[config.mk]
export PLATFORM = sky130hd
export DESIGN_NAME = ttx_cell_pixel
export DESIGN_NICKNAME = d
export VERILOG_FILES = /design/src/rtl/ttx_cell_pkg.sv /design/src/rtl/ttx_row_map.sv /design/src/rtl/ttx_mosaic.sv /design/src/rtl/ttx_glyph.sv /design/src/rtl/ttx_cell_pixel.sv
export SDC_FILE = /design/constraint.sdc
export NUM_CORES = 1
export LEC_CHECK = 0
export ABC_AREA = 1
export CAP_MARGIN = 40
export CORE_MARGIN = 2
export CORE_UTILIZATION = 37
export DETAILED_ROUTE_END_ITERATION = 6
export GPL_ROUTABILITY_DRIVEN = 0
export PLACE_DENSITY = 0.7
export SYNTH_ARGS = -nofsm -noshare
export SYNTH_HDL_FRONTEND = slang
export SYNTH_SLANG_ARGS = --single-unit
[constraint.sdc]
create_clock -name clk -period 1.4 [get_ports clk]
set_input_delay 0.21 -clock clk [delete_from_list [all_inputs] [get_ports clk]]
set_output_delay 0.21 -clock clk [all_outputs]
set_load 0.01 [all_outputs]
[src/rtl/ttx_cell_pkg.sv]
package ttx_cell_pkg;

    localparam int CELL_W  = 12;
    localparam int CELL_H  = 20;
    localparam int SCALE   = 2;               // screen pixels per glyph dot
    localparam int GLYPH_W = CELL_W / SCALE;
    localparam int GLYPH_H = CELL_H / SCALE;
    localparam int GAP     = 2;               // gap width in gapped block mode
    localparam int ROW_W   = $clog2(CELL_H);
    localparam int COL_W   = $clog2(CELL_W);
    localparam int GROW_W  = $clog2(GLYPH_H);
    localparam int HALF_W  = CELL_W / 2;
    localparam int BAND0_END = (CELL_H * 3) / 10;
    localparam int BAND1_END = (CELL_H * 7) / 10;

    typedef enum logic [1:0] {
        SRC_BLANK  = 2'd0,
        SRC_GLYPH  = 2'd1,
        SRC_MOSAIC = 2'd2
    } src_e;

    typedef struct packed {
        logic [ROW_W-1:0]  eff_row;
        logic [GROW_W-1:0] glyph_row;
        logic [1:0]        band;
        logic              band_gap;
    } rowmap_t;

    // Procedural glyph table: one full dot row per lookup.
    function automatic logic [GLYPH_W-1:0] font_row(input logic [6:0] code,
                                                     input logic [GROW_W-1:0] grow);
        logic [GLYPH_W-1:0] base;
        base = code[GLYPH_W-1:0];
        if (code == 7'h20 || grow == '0 || grow == GROW_W'(GLYPH_H - 1))
            return '0;
        else if (grow[0])
            return base;
        else
            return {base[0], base[GLYPH_W-1:1]};
    endfunction

endpackage

[src/rtl/ttx_row_map.sv]
module ttx_row_map
    import ttx_cell_pkg::*;
(
    input  logic [ROW_W-1:0] row_i,
    input  logic             dbl_i,
    input  logic             dbl_bot_i,
    output rowmap_t          map_o
);
    localparam logic [ROW_W:0]   HALF_OFS = (ROW_W+1)'(CELL_H);
    localparam logic [ROW_W-1:0] B0_END   = ROW_W'(BAND0_END);
    localparam logic [ROW_W-1:0] B1_END   = ROW_W'(BAND1_END);
    localparam logic [ROW_W-1:0] B0_GAP   = ROW_W'(BAND0_END - GAP);
    localparam logic [ROW_W-1:0] B1_GAP   = ROW_W'(BAND1_END - GAP);
    localparam logic [ROW_W-1:0] B2_GAP   = ROW_W'(CELL_H - GAP);

    logic [ROW_W:0]   shifted_sum;
    logic [ROW_W-1:0] eff;

    always_comb begin
        shifted_sum = {1'b0, row_i} + (dbl_bot_i ? HALF_OFS : '0);
        eff = dbl_i ? shifted_sum[ROW_W:1] : row_i;

        map_o.eff_row   = eff;
        map_o.glyph_row = eff[ROW_W-1:1];
        if (eff < B0_END) begin
            map_o.band     = 2'd0;
            map_o.band_gap = (eff >= B0_GAP);
        end else if (eff < B1_END) begin
            map_o.band     = 2'd1;
            map_o.band_gap = (eff >= B1_GAP);
        end else begin
            map_o.band     = 2'd2;
            map_o.band_gap = (eff >= B2_GAP);
        end
    end
endmodule

[src/rtl/ttx_mosaic.sv]
module ttx_mosaic
    import ttx_cell_pkg::*;
(
    input  logic [6:0]       code_i,
    input  rowmap_t          map_i,
    input  logic [COL_W-1:0] col_i,
    input  logic             sep_i,
    output logic             bit_o
);
    localparam logic [COL_W-1:0] HALF     = COL_W'(HALF_W);
    localparam logic [COL_W-1:0] HALF_GAP = COL_W'(HALF_W - GAP);

    logic             right;
    logic [COL_W-1:0] col_in_half;
    logic             col_gap;
    logic             block_on;

    always_comb begin
        right       = (col_i >= HALF);
        col_in_half = right ? (col_i - HALF) : col_i;
        col_gap     = (col_in_half >= HALF_GAP);
        unique case (map_i.band)
            2'd0:    block_on = right ? code_i[1] : code_i[0];
            2'd1:    block_on = right ? code_i[3] : code_i[2];
            default: block_on = right ? code_i[6] : code_i[4];
        endcase
        bit_o = block_on && !(sep_i && (col_gap || map_i.band_gap));
    end
endmodule

[src/rtl/ttx_glyph.sv]
module ttx_glyph
    import ttx_cell_pkg::*;
(
    input  logic [6:0]        code_i,
    input  logic [GROW_W-1:0] glyph_row_i,
    input  logic [COL_W-1:0]  col_i,
    output logic              bit_o
);
    localparam int GCOL_W = $clog2(GLYPH_W);

    logic [GLYPH_W-1:0] row_bits;
    logic [GCOL_W-1:0]  gcol;

    always_comb begin
        row_bits = font_row(code_i, glyph_row_i);
        gcol     = GCOL_W'(col_i >> 1);
        bit_o    = row_bits[GCOL_W'(GLYPH_W - 1) - gcol];
    end
endmodule

[src/rtl/ttx_cell_pixel.sv]
module ttx_cell_pixel
    import ttx_cell_pkg::*;
(
    input  logic             clk,
    input  logic             rst,
    input  logic [6:0]       code_i,
    input  logic             gfx_i,
    input  logic             sep_i,
    input  logic             dbl_i,
    input  logic             dbl_bot_i,
    input  logic [ROW_W-1:0] row_i,
    input  logic [COL_W-1:0] col_i,
    output logic             pix_o
);
    localparam logic [ROW_W-1:0] ROW_LAST = ROW_W'(CELL_H - 1);
    localparam logic [COL_W-1:0] COL_LAST = COL_W'(CELL_W - 1);

    rowmap_t rmap;
    logic    mosaic_bit;
    logic    glyph_bit;
    src_e    src;
    logic    pix_d;

    ttx_row_map u_row_map (
        .row_i     (row_i),
        .dbl_i     (dbl_i),
        .dbl_bot_i (dbl_bot_i),
        .map_o     (rmap)
    );

    ttx_mosaic u_mosaic (
        .code_i (code_i),
        .map_i  (rmap),
        .col_i  (col_i),
        .sep_i  (sep_i),
        .bit_o  (mosaic_bit)
    );

    ttx_glyph u_glyph (
        .code_i      (code_i),
        .glyph_row_i (rmap.glyph_row),
        .col_i       (col_i),
        .bit_o       (glyph_bit)
    );

    always_comb begin
        if (code_i[6:5] == 2'b00 || row_i > ROW_LAST || col_i > COL_LAST)
            src = SRC_BLANK;
        else if (gfx_i && code_i[6:5] != 2'b10)
            src = SRC_MOSAIC;
        else
            src = SRC_GLYPH;

        unique case (src)
            SRC_MOSAIC: pix_d = mosaic_bit;
            SRC_GLYPH:  pix_d = glyph_bit;
            default:    pix_d = 1'b0;
        endcase
    end

    always_ff @(posedge clk) begin
        if (rst) pix_o <= 1'b0;
        else     pix_o <= pix_d;
    end

    // reset clears the output one edge later
    a_r1_reset_clear: assert property (@(posedge clk) rst |=> !pix_o);

    // control-range codes never light a pixel
    a_r7_ctrl_blank: assert property (@(posedge clk) disable iff (rst)
        (code_i < 7'h20) |=> !pix_o);

    // positions outside the cell are dark
    a_r9_range_blank: assert property (@(posedge clk) disable iff (rst)
        (row_i > ROW_LAST || col_i > COL_LAST) |=> !pix_o);

    // gapped blocks leave their gap columns dark
    a_r4_sep_col_gap: assert property (@(posedge clk) disable iff (rst)
        (gfx_i && sep_i && code_i[6:5] != 2'b00 && code_i[6:5] != 2'b10 &&
         (col_i == 4'd4 || col_i == 4'd5 || col_i == 4'd10 || col_i == 4'd11))
        |=> !pix_o);

    // an all-blocks code lights every in-cell pixel when joined
    a_r3_full_block: assert property (@(posedge clk) disable iff (rst)
        (gfx_i && !sep_i && code_i == 7'h7F && row_i <= ROW_LAST && col_i <= COL_LAST)
        |=> pix_o);

endmodule

After elaboration in Yosys (flattened, before gate mapping)
Cells that the tools add are included.

operators by class
  bitwise operators = 0
  equality and inequality tests = 6
  multiplexer cells = 16
  reductions and logical operators = 12
  shift-type cells = 0
  order comparisons = 10
  $add $sub $neg = 3
  multiply operators = 0
  div/mod/pow operators = 0

operator list
  cell                                                                   count
  6-bit two-way mux                                                      2
  5-bit two-way mux                                                      2
  4-bit by 3-bit >= comparator with 1-bit output, second input constant  2
  7-bit by 6-bit == test with 1-bit output, second input constant        1
  5-bit by 6-bit adder with 6-bit output                                 1
  3-bit two-way mux                                                      2
  5-bit by 3-bit >= comparator with 1-bit output, second input constant  1
  5-bit by 4-bit >= comparator with 1-bit output, second input constant  1
  5-bit >= comparator, second input constant                             1
  5-bit greater-than comparator, second input constant                   1
  1-bit logical OR                                                       5
  5-bit by 3-bit < comparator with 1-bit output, second input constant   1
  5-bit by 4-bit < comparator with 1-bit output, second input constant   1
  2-bit by 1-bit == test with 1-bit output, second input constant        2
  4-bit == test, second input constant                                   1
  4-bit greater-than comparator, second input constant                   1
  2-bit logical NOT                                                      2
  4-bit logical NOT                                                      1
  3-bit by 4-bit < comparator with 1-bit output, second input constant   1
  1-bit two-way mux                                                      4
  2-bit two-way mux                                                      2
  4-bit two-way mux                                                      1
  1-bit one-hot mux with 2 select lines                                  2
  4-bit by 3-bit subtractor with 4-bit output, second input constant     1
  other kinds (6)                                                        8

word-level totals
  memories = 0
  memory bits (writable) = 0
  output and inout bits = 1
  register bits after elaboration = 1
  ROM bits = 0
  latch bits = 0
  bits of input ports = 22

Depth between registers and ports, before layout
Gate-level depths: netlist of run 1.

  word-level depth = 11
  depth in mapped cells = 13
  gate-level depth less buffers = 13

Hierarchy
Synthesis of run 1 repeated with hierarchy kept, for this count alone.

unflattened totals
  cells, all modules = 137
  area total of the unflattened synthesis = 636.9 um^2

by module, submodules not included
  module          times used  cells each  area an instance (um^2)  seq. area each (um^2)
  ttx_row_map     1           43          219.0                    0.0
  ttx_glyph       1           46          195.2                    0.0
  ttx_mosaic      1           30          136.4                    0.0
  ttx_cell_pixel  1           18          86.3                     20.0

Worst setup path before layout of run 1
OpenSTA, ideal clock, no wires.

  path kind = input to register
  from = in dbl_bot_i
  to = reg pix_o
  path buffers = 0
  data arrival time = 1358 ps
  path slack = -73 ps
  data required time = 1285 ps
  stages on the path = 11
  cell sequence = ha_1 -> ha_1 -> nand2_1 -> o21ai_0 -> nand2_1 -> nand3_1 -> inv_1 -> nand2_1 -> nand3_1 -> a21oi_1 -> nor2_1

between the ends
  word-level cells in the longest chain between the ends = 11
  elaborated cells on any way between the ends = 26

RTL lines
  element                                                                                                line                  text
  start: declaration                                                                                     ttx_cell_pixel.sv:10  input logic dbl_bot_i,
  5-bit two-way mux *                                                                                    ttx_row_map.sv:20     shifted_sum = {1'b0, row_i} + (dbl_bot_i ? HALF_OFS : '0);
  5-bit by 6-bit adder with 6-bit output *                                                               ttx_row_map.sv:20
  5-bit two-way mux *                                                                                    ttx_row_map.sv:21     eff = dbl_i ? shifted_sum[ROW_W:1] : row_i;
  parallel branches: the longest is 7 deep, another holds 5-bit by 4-bit < comparator with 1-bit output  -
  1-bit one-hot mux with 2 select lines *                                                                ttx_cell_pixel.sv:54  unique case (src)
  end signal: assignment                                                                                 ttx_cell_pixel.sv:63  else pix_o <= pix_d;
  end: declaration                                                                                       ttx_cell_pixel.sv:13  output logic pix_o

Mark *: on every way between the ends. The select of a mux whose other input is x is not followed.
A chain may end at the register's enable or synchronous reset.

Worst setup path in the final report of run 1
Same ends and word-level chain as after synthesis.

==> results.cfg, run 1 <==
[routing]
num_vias = 799
vias_per_cell = 5.03
routed_wl_um = 1720
drcViolationCount = 0
drtAntennaViolNets = 0
wl_per_cell_um = 10.8
dr.pass1.iters = 4
drt_iter0_drc = 12

[synthesis]
synthTopCellsByArea = nand2_1 (25%), nand3_1 (18%), ha_1 (12%)
yosysMostFrequentCell = nand2_1
synth_common_cells = nand2_1 (35), nand3_1 (19), inv_1 (15)
synth-seq-area-share = 0.0375
yosysTopAreaCellShare = 0.246
syn-instance-count = 109
async_flop_share = 0
synth-seq-cells = 1
synthFlopType = dfxtp_1
synth_enable_flop_cells = 0
synthesis.area_um2 = 534
synth_nets = 136
ys_types = 16
yosys.area.top_type = nand2_1
yosysWarningCount = 0
synth_area_per_cell_um2 = 4.90

[die]
io_pins = 23
die_h_um = 42
core_um2 = 1320
fp-row-count = 13
die_area_um2 = 1760
die_w_um = 42
start_util = 0.406

[global_route]
grt_pass1_vias = 734
grt_start_max_net_pins = 8
grt_antenna_before_repair = 0
grt_first_pass_wirelength_um = 3060
grt_usage = 0.210
overflow = 0

[cells_and_area]
regMostFlops = pix_o
n_antenna_cell = 0
largest_registers = pix_o: 1 flops
syn_to_final_growth_pct = 82.4
nets = 173
drive_above_1_share = 0.306
largest_reg_flops = 1
final_cells = 159
final_core_util = 0.740
fillerInstances = 106

[place]
dp.cells = 158
io_buffer_count = 21
dp_hpwl_um = 1440

[flow_run]
cap_violations = 0

[timing]
finalCritPeriodShare = 1.08
worst_slack_ns = -0.112
final_hold_viol_count = 0
final_max_slew_viol_count = 0
max_clock_freq_ghz = 0.661
rsz0062_at_grt = true
relSlewSlack = 0.739
period_needed_ns = 1.51
tightest_slew_ns = 0.381
setup_violations = 1

[run_status]
status = finished with violations
violations = negative setup slack

[setup_path]
cp.required_ns = 1.29
start_kind = primary input
critPathMaxStageDelay_ns = 0.26
cp_max_fo = 4
path_common_cell = ha_4
cp_slowest_cell = ha_4
cp_num_buf_inv = 2
cp_data_arrival_time_ns = 1.40
path_class = primary input to register
end_kind = register
cpLargestDelayFamily = adder cells
path_cells = buf_8 -> ha_4 -> ha_4 -> nand2_4 -> o21ai_4 -> buf_4 -> nand3_1 -> nand2_1 -> o21ai_0 -> a21oi_1 -> nor2_1

[power]
power_leakage_nw = 0.501
pwr_density_cell_nw_per_um2 = 361
irDropWorstVdd_v = 0.000197

[clocking]
path_clk_slew_ns = 0

[worst_hold_path]
holdCritPathClass = primary input to register
## logic make-up after synthesis
family,count (synthesis),synth area share
adders and majority gates,5,0.117
DFF,1,0.0375
AOI/OAI and AO/OA,14,0.138
and+or+nand+nor,72,0.585
buffers and inverters,17,0.122
## repair_timing
item,CTS,global route
hold buffers,0,0
pin swaps,17,4
setup endpoints to repair,1,1
resized for setup,49,5
setup buffers,1,0
## layer usage
layer,GRT usage,part of all wire,vias to the layer above
li1,-,-,426
met1,0.275,0.46,355
met2,0.391,0.51,16
met3,0.00862,0.026,2
met4,0.0129,0.0058,0
met5,0,0,-
## final timing paths
kind,start,to,cells after the start
min,row_i[2],pix_o,6
max,dbl_bot_i,pix_o,11
## metrics by stage
step / instance area, um2 / TNS (ns) / power, mW / hold slack [ns] / setup slack [ns]
CTS: 961 / -0.102 / 0.343 / 0.739 / -0.102
global placement: 867 / -0.504 / 0.300 / 0.861 / -0.504
finish: 975 / -0.112 / 0.352 / 0.733 / -0.112
detailed placement: 867 / -0.576 / 0.306 / 0.861 / -0.576
global route: 975 / -0.196 / 0.389 / 0.746 / -0.196
floorplan: 538 / 0 / 0.172 / 0.380 / 0.00950
## cells in the final DEF, fill, tap and decap left out, types with 2 or more instances in the layout
cell type        instances
o21ai_0                  3
buf_4                   15
nand2_4                  3
dlygate4sd2_1            4
o21ai_1                  2
ha_1                     2
ha_4                     3
nor2_1                   9
nand3_1                 16
a21oi_1                  5
inv_1                   14
clkdlybuf4s15_1          2
clkdlybuf4s50_1         11
nand2_1                 28
nand2_2                  7
nor2_2                   3
nand3_2                  3
inv_2                    2
## where the power goes
| group | internal, mW | total [mW] | leakage (nW) | switching (mW) |
|---|---|---|---|---|
| Combinational | 0.160 | 0.321 | 0.493 | 0.161 |
| Clock | 0 | 0 | 0 | 0 |
| Sequential | 0.0308 | 0.0311 | 0.00815 | 0.000372 |
## area by class of cell
| type | count | area, um2 | share of cell area |
|---|---|---|---|
| inverter | 16 | 60.1 | 0.0616 |
| multi-input combinational | 91 | 556 | 0.570 |
| sequential | 1 | 20.0 | 0.0205 |
| tap | 15 | 18.8 | 0.0193 |
| timing repair buffer | 36 | 320 | 0.329 |
No activity file was read; power rests on OpenSTA's default activity.
==> run 2, diff against run 1 <==
--- a/config.mk
+++ b/config.mk
@@ -12,6 +12,7 @@
 export DETAILED_ROUTE_END_ITERATION = 6
 export GPL_ROUTABILITY_DRIVEN = 0
 export PLACE_DENSITY = 0.7
+export SLEW_MARGIN = 20
 export SYNTH_ARGS = -nofsm -noshare
 export SYNTH_HDL_FRONTEND = slang
 export SYNTH_SLANG_ARGS = --single-unit
==> results of run 2 <==
No change in the layout: final DEF, timing and power equal those of run 1.
